==> config.mk <==
export PLATFORM = sky130hd
export DESIGN_NAME = rtc_irq_alarm_regs
export DESIGN_NICKNAME = d
export VERILOG_FILES = /design/src/rtl/rtc_regs_pkg.sv /design/src/rtl/rtc_ctrl_reg.sv /design/src/rtl/rtc_flag_unit.sv /design/src/rtl/rtc_alarm_unit.sv /design/src/rtl/rtc_irq_alarm_regs.sv
export SDC_FILE = /design/constraint.sdc
export NUM_CORES = 1
export LEC_CHECK = 0
export ABC_AREA = 1
export BUFFER_PORTS_ARGS = -buffer_cell sky130_fd_sc_hd__buf_4
export CAP_MARGIN = 20
export CORE_MARGIN = 4
export CORE_UTILIZATION = 45
export CTS_CLUSTER_SIZE = 14
export DETAILED_ROUTE_END_ITERATION = 10
export GPL_TIMING_DRIVEN = 0
export HOLD_SLACK_MARGIN = 0.03
export PLACE_DENSITY = 0.74
export RECOVER_POWER = 100
export SLEW_MARGIN = 20
export SYNTH_ARGS = -nofsm -noshare
export SYNTH_HDL_FRONTEND = slang
export SYNTH_SLANG_ARGS = --single-unit
==> constraint.sdc <==
create_clock -name clk -period 1.45 [get_ports clk]
set_input_delay 0.145 -clock clk [delete_from_list [all_inputs] [get_ports clk]]
set_output_delay 0.145 -clock clk [all_outputs]
set_load 0.02 [all_outputs]
==> src/rtl/rtc_regs_pkg.sv <==
package rtc_regs_pkg;
  // register addresses
  localparam int ADR_CTRL  = 0;
  localparam int ADR_STAT  = 1;
  localparam int ADR_ALARM = 2;
  // control bits
  localparam int CTRL_AEN_BIT = 0;
  localparam int CTRL_UIE_BIT = 4;
  localparam int CTRL_AIE_BIT = 5;
  // status bits
  localparam int STAT_UF_BIT  = 3;
  localparam int STAT_AF_BIT  = 5;
  localparam int STAT_IRQ_BIT = 7;
  // alarm register
  localparam int VALID_BIT = 7;
  // flag vector indices
  localparam int FLG_UPD   = 0;
  localparam int FLG_ALM   = 1;
  localparam int NUM_FLAGS = 2;

  typedef struct packed {
    logic rd_ctrl;
    logic rd_stat;
    logic rd_alarm;
    logic wr_ctrl;
    logic wr_alarm;
  } bus_sel_t;
endpackage

==> src/rtl/rtc_ctrl_reg.sv <==
module rtc_ctrl_reg #(
  parameter int DATA_W = 8,
  parameter logic [DATA_W-1:0] WR_MASK = '1
) (
  input  logic              clk,
  input  logic              rst,
  input  logic              wr_en,
  input  logic [DATA_W-1:0] wdata,
  output logic [DATA_W-1:0] ctrl_q
);
  always_ff @(posedge clk) begin
    if (rst) begin
      ctrl_q <= '0;
    end else if (wr_en) begin
      ctrl_q <= wdata & WR_MASK;
    end
  end
endmodule

==> src/rtl/rtc_flag_unit.sv <==
module rtc_flag_unit #(
  parameter int NUM = 2
) (
  input  logic           clk,
  input  logic           rst,
  input  logic [NUM-1:0] set_i,
  input  logic           clr_i,
  input  logic [NUM-1:0] en_i,
  output logic [NUM-1:0] flag_q,
  output logic           irq_o
);
  for (genvar g = 0; g < NUM; g++) begin : g_flag
    always_ff @(posedge clk) begin
      if (rst) begin
        flag_q[g] <= 1'b0;
      end else if (set_i[g]) begin
        flag_q[g] <= 1'b1;
      end else if (clr_i) begin
        flag_q[g] <= 1'b0;
      end
    end
  end

  assign irq_o = |(flag_q & en_i);
endmodule

==> src/rtl/rtc_alarm_unit.sv <==
module rtc_alarm_unit #(
  parameter int DATE_W = 6
) (
  input  logic              clk,
  input  logic              wr_en,
  input  logic [DATE_W-1:0] wdata,
  input  logic              rd_mark,
  input  logic              batt_low,
  input  logic [DATE_W-1:0] cur_date,
  output logic [DATE_W-1:0] alarm_q,
  output logic              valid_q,
  output logic              hit_o
);
  localparam int DC_HI = DATE_W - 1;
  localparam int DC_LO = DATE_W - 2;

  logic any_day;

  // stored day survives reset
  always_ff @(posedge clk) begin
    if (wr_en) begin
      alarm_q <= wdata;
    end
  end

  always_ff @(posedge clk) begin
    if (batt_low) begin
      valid_q <= 1'b0;
    end else if (rd_mark) begin
      valid_q <= 1'b1;
    end
  end

  assign any_day = alarm_q[DC_HI] & alarm_q[DC_LO];
  assign hit_o   = any_day | (alarm_q == cur_date);
endmodule

==> src/rtl/rtc_irq_alarm_regs.sv <==
module rtc_irq_alarm_regs #(
  parameter int ADDR_W = 2,
  parameter int DATA_W = 8,
  parameter int DATE_W = 6
) (
  input  logic              clk,
  input  logic              rst,
  input  logic [ADDR_W-1:0] bus_addr,
  input  logic              bus_rd,
  input  logic              bus_wr,
  input  logic [DATA_W-1:0] bus_wdata,
  output logic [DATA_W-1:0] bus_rdata,
  input  logic              upd_active,
  input  logic              upd_done,
  input  logic [DATE_W-1:0] cur_date,
  input  logic              batt_low,
  output logic              irq_n
);
  import rtc_regs_pkg::*;

  localparam logic [ADDR_W-1:0] A_CTRL  = ADDR_W'(ADR_CTRL);
  localparam logic [ADDR_W-1:0] A_STAT  = ADDR_W'(ADR_STAT);
  localparam logic [ADDR_W-1:0] A_ALARM = ADDR_W'(ADR_ALARM);
  localparam logic [DATA_W-1:0] CTRL_MASK =
    (DATA_W'(1) << CTRL_AEN_BIT) | (DATA_W'(1) << CTRL_UIE_BIT) |
    (DATA_W'(1) << CTRL_AIE_BIT);

  bus_sel_t              sel;
  logic [DATA_W-1:0]     ctrl_q;
  logic [NUM_FLAGS-1:0]  flag_q;
  logic [NUM_FLAGS-1:0]  flag_set;
  logic [NUM_FLAGS-1:0]  irq_en;
  logic                  irq;
  logic [DATE_W-1:0]     alarm_q;
  logic                  valid_q;
  logic                  hit;
  logic                  alarm_en;
  logic [DATA_W-1:0]     stat_word;
  logic [DATA_W-1:0]     alarm_word;
  logic [DATA_W-1:0]     rd_word;

  // address decode
  always_comb begin
    sel.rd_ctrl  = bus_rd && (bus_addr == A_CTRL);
    sel.rd_stat  = bus_rd && (bus_addr == A_STAT);
    sel.rd_alarm = bus_rd && (bus_addr == A_ALARM);
    sel.wr_ctrl  = bus_wr && (bus_addr == A_CTRL);
    sel.wr_alarm = bus_wr && (bus_addr == A_ALARM) && !upd_active;
  end

  rtc_ctrl_reg #(
    .DATA_W (DATA_W),
    .WR_MASK(CTRL_MASK)
  ) ctrl_i (
    .clk   (clk),
    .rst   (rst),
    .wr_en (sel.wr_ctrl),
    .wdata (bus_wdata),
    .ctrl_q(ctrl_q)
  );

  assign alarm_en = ctrl_q[CTRL_AEN_BIT];

  rtc_alarm_unit #(
    .DATE_W(DATE_W)
  ) alarm_i (
    .clk     (clk),
    .wr_en   (sel.wr_alarm),
    .wdata   (bus_wdata[DATE_W-1:0]),
    .rd_mark (sel.rd_alarm),
    .batt_low(batt_low),
    .cur_date(cur_date),
    .alarm_q (alarm_q),
    .valid_q (valid_q),
    .hit_o   (hit)
  );

  always_comb begin
    flag_set          = '0;
    flag_set[FLG_UPD] = upd_done;
    flag_set[FLG_ALM] = upd_done && alarm_en && hit;
    irq_en            = '0;
    irq_en[FLG_UPD]   = ctrl_q[CTRL_UIE_BIT];
    irq_en[FLG_ALM]   = ctrl_q[CTRL_AIE_BIT];
  end

  rtc_flag_unit #(
    .NUM(NUM_FLAGS)
  ) flags_i (
    .clk   (clk),
    .rst   (rst),
    .set_i (flag_set),
    .clr_i (sel.rd_stat),
    .en_i  (irq_en),
    .flag_q(flag_q),
    .irq_o (irq)
  );

  assign irq_n = ~irq;

  // read words
  always_comb begin
    stat_word               = '0;
    stat_word[STAT_UF_BIT]  = flag_q[FLG_UPD];
    stat_word[STAT_AF_BIT]  = flag_q[FLG_ALM];
    stat_word[STAT_IRQ_BIT] = irq;

    alarm_word = '0;
    if (!upd_active && alarm_en) begin
      alarm_word[DATE_W-1:0] = alarm_q;
    end
    alarm_word[VALID_BIT] = valid_q;
  end

  always_comb begin
    rd_word = '0;
    if (sel.rd_ctrl)  rd_word = ctrl_q;
    if (sel.rd_stat)  rd_word = stat_word;
    if (sel.rd_alarm) rd_word = alarm_word;
  end

  always_ff @(posedge clk) begin
    if (rst) begin
      bus_rdata <= '0;
    end else if (bus_rd) begin
      bus_rdata <= rd_word;
    end
  end
endmodule

==> impl_metrics.ini <==
[synthesis]
synth_area_leaders = dfxtp_1 (30%), edfxtp_1 (21%), nand2_1 (14%)
synth_top_family_by_area = simple AND/OR/NAND/NOR gates
synth.distinct_cells = 18
synth_top_cell_area_share = 0.298
ys_ff_latch = 19
synth-simple-area-share = 0.231
yosys.area_share.xor_xnor = 0
synthMuxAreaShare = 0
synth_top_cell_by_area = dfxtp_1
avgSynthCellArea_um2 = 7.58
syn-num-nets = 138
synth_warnings = 0
synth_compound_area_frac = 0.148
synth-adder-area-share = 0
synth_area_um2 = 872
seq_area_frac_synth = 0.505
synth_cells = 115

[cells_and_area]
mostFrequentLayoutCells = nand2_1 (32), inv_1 (23), dfxtp_1 (13), a21oi_1 (12), buf_4 (12)
drive_gt1_frac = 0.163
utilization = 0.651
antenna_cells = 0
nNetsFinal = 177
final_common_cell = nand2_1
layout-area-overhead-vs-synth_pct = 33.1

[global_route]
grt_pass1_vias = 861
antenna_found_initial = 0
track_usage = 0.166
gr-total-overflow = 0
grt_max_degree = 12
grt_pass1_wl_um = 3290

[sta]
clock.fmax_ghz = 0.802
finalHoldViolCount = 0
min_period_ns = 1.25
worst_pin_slew_ns = 0.938
clock-skew-final_ns = 0.00187
max-slew-margin-rel = 0.373
fin_crit_sh = 0.859
setup_viol = 0
holdWs_ns = 0.0572
rsz0062_at_grt = false
slew_viol_final = 0

[run_status]
status = finished, final reports clean

[detailed_routing]
drc = 0
drt-pass1-iter-count = 4
route.detailed.wl_per_inst_um = 11.5
drtIter0Drc = 19
ant_nets = 0
drt_wl_total_um = 2050
viasPerCell = 4.91
vias = 874

[clock_network]
cts_tree = yes
cts_root_buffer = clkbuf_4
clk_latency_ns = 0.30
cts_buffers = 3
cts_resized = 0
cts.reportedPaths.clkPinSlew_ns = 0.10
clockBufferDepth = 2
htree_levels = 1
cts.sinks = 19

[setup_path]
cp_data_required_time_ns = 1.31
crit_type = reg2out
cp_max_fo = 2
rr_worst_depth = 4
crit_arrival_ns = 1.10
rrSetupSlack_ns = 0.27
end_kind = output port
r2r_end = bus_rdata[3]$_SDFFE_PP0P_
crit_path_start_kind = register
rr_startpoint = ctrl_i.ctrl_q[0]$_SDFFE_PP0P_

[floorplanning]
dieWidth_um = 52.0
initial_core_util = 0.489
die_area_mm2 = 0.00271
pin_count = 32
coreArea_mm2 = 0.00178
die_h_um = 52.0
num_rows = 15

[flow_run]
cap_viol_max_count = 0

[hold_path]
hold_start = upd_done
holdCritPathClass = in2reg
holdPathStages = 3
whs_endpoint = flags_i.flag_q[0]$_SDFFE_PP0P_

[placed_design]
globalplace.congestion = 0.796
port-buffer-count = 27
dp_hpwl_um = 1580

[power_and_ir_drop]
cellPowerDensity_mw_per_mm2 = 846
p_leak_nw = 0.528
vdd_drop_max_mv = 0.652
[per-stage QoR]
step	power [W]	area, µm²	setup TNS [ns]	cells	setup slack [ns]
5_1_grt	0.00104	1160	0	178	0.112
3_3_place_gp	0.000715	1110	-0.515	167	-0.0858
2_1_floorplan	0.000650	872	0	115	0.275
4_1_cts	0.00100	1200	0	178	0.195
3_5_place_dp	0.000720	1110	-0.569	167	-0.0949
6_report	0.000982	1160	0	178	0.204
[kinds of logic after synthesis]
family	after synthesis
AND/OR/NAND/NOR	46
flip-flops	19
buffers and inverters	25
other	1
AO/OA/AOI/OAI	24
[report_power, final]
part,internal [W],leakage [nW],switching [W]
clock,0.000103,0.0177,0.000164
combinational,0.0000675,0.350,0.0000697
sequential,0.000566,0.161,0.0000113
total,0.000737,0.528,0.000245
[registers in the layout, indices dropped and copies added (netlist names)]
signal           count
bus_rdata            7
alarm_i.alarm_q      6
ctrl_i.ctrl_q        3
flags_i.flag_q       2
alarm_i.valid_q      1
[cell type report]
class	instances	area, µm²
inverters	23	86.3
clock buffers	3	22.5
well taps	25	31.3
multi-input cells	71	328
repair buffers	34	236
clock inverters	1	5.00
flip-flops and latches	19	440
plain buffers	2	11.3
fillers	165	622
[synth_stat cells]
| master | n |
|---|---|
| nand3b_1 | 1 |
| a21oi_1 | 12 |
| a31oi_1 | 2 |
| nor3b_1 | 1 |
| nand2_1 | 32 |
| nand3_1 | 2 |
| buf_4 | 1 |
| nor2_1 | 8 |
| inv_1 | 23 |
| nand3_2 | 1 |
| nor3_4 | 1 |
| a22oi_1 | 2 |
| clkbuf_1 | 1 |
| o22ai_1 | 1 |
| dfxtp_1 | 13 |
| conb_1 | 1 |
| edfxtp_1 | 6 |
| o21ai_0 | 7 |
[how the worst max path moves through the flow]
stage                                   start                      endpoint  slack, ns  depth (start not counted)
3_3_place_gp                      bus_addr[0]  alarm_i.alarm_q[2]$_DFFE_PP_      -0.09                          4
5_1_grt         ctrl_i.ctrl_q[0]$_SDFFE_PP0P_     bus_rdata[0]$_SDFFE_PP0P_       0.11                          4
2_1_floorplan                     bus_addr[0]  alarm_i.alarm_q[0]$_DFFE_PP_       0.28                          3
3_5_place_dp                      bus_addr[0]  alarm_i.alarm_q[0]$_DFFE_PP_      -0.09                          4
6_report       flags_i.flag_q[1]$_SDFFE_PP0P_                         irq_n       0.20                          4
4_1_cts        flags_i.flag_q[1]$_SDFFE_PP0P_                         irq_n       0.19                          4
[critical path: stages, from the launching register on]
cell	delay [ns]
dfxtp_1	0.35
inv_1	0.06
o22ai_1	0.19
inv_1	0.06
clkbuf_2	0.15
[routing by layer]
metal	global-route usage	up-vias	part of all wire
li1	-	439	-
met1	0.166	394	0.38
met2	0.322	37	0.52
met3	0.0544	4	0.085
met4	0.0437	0	0.013
met5	0	-	0
[repair_timing]
action	CTS	global route
endpoints found under the setup margin	0	0
setup buffers	0	0
hold buffers	7	0
hold endpoints to repair	7	0
(Power assumes the default switching activity.)
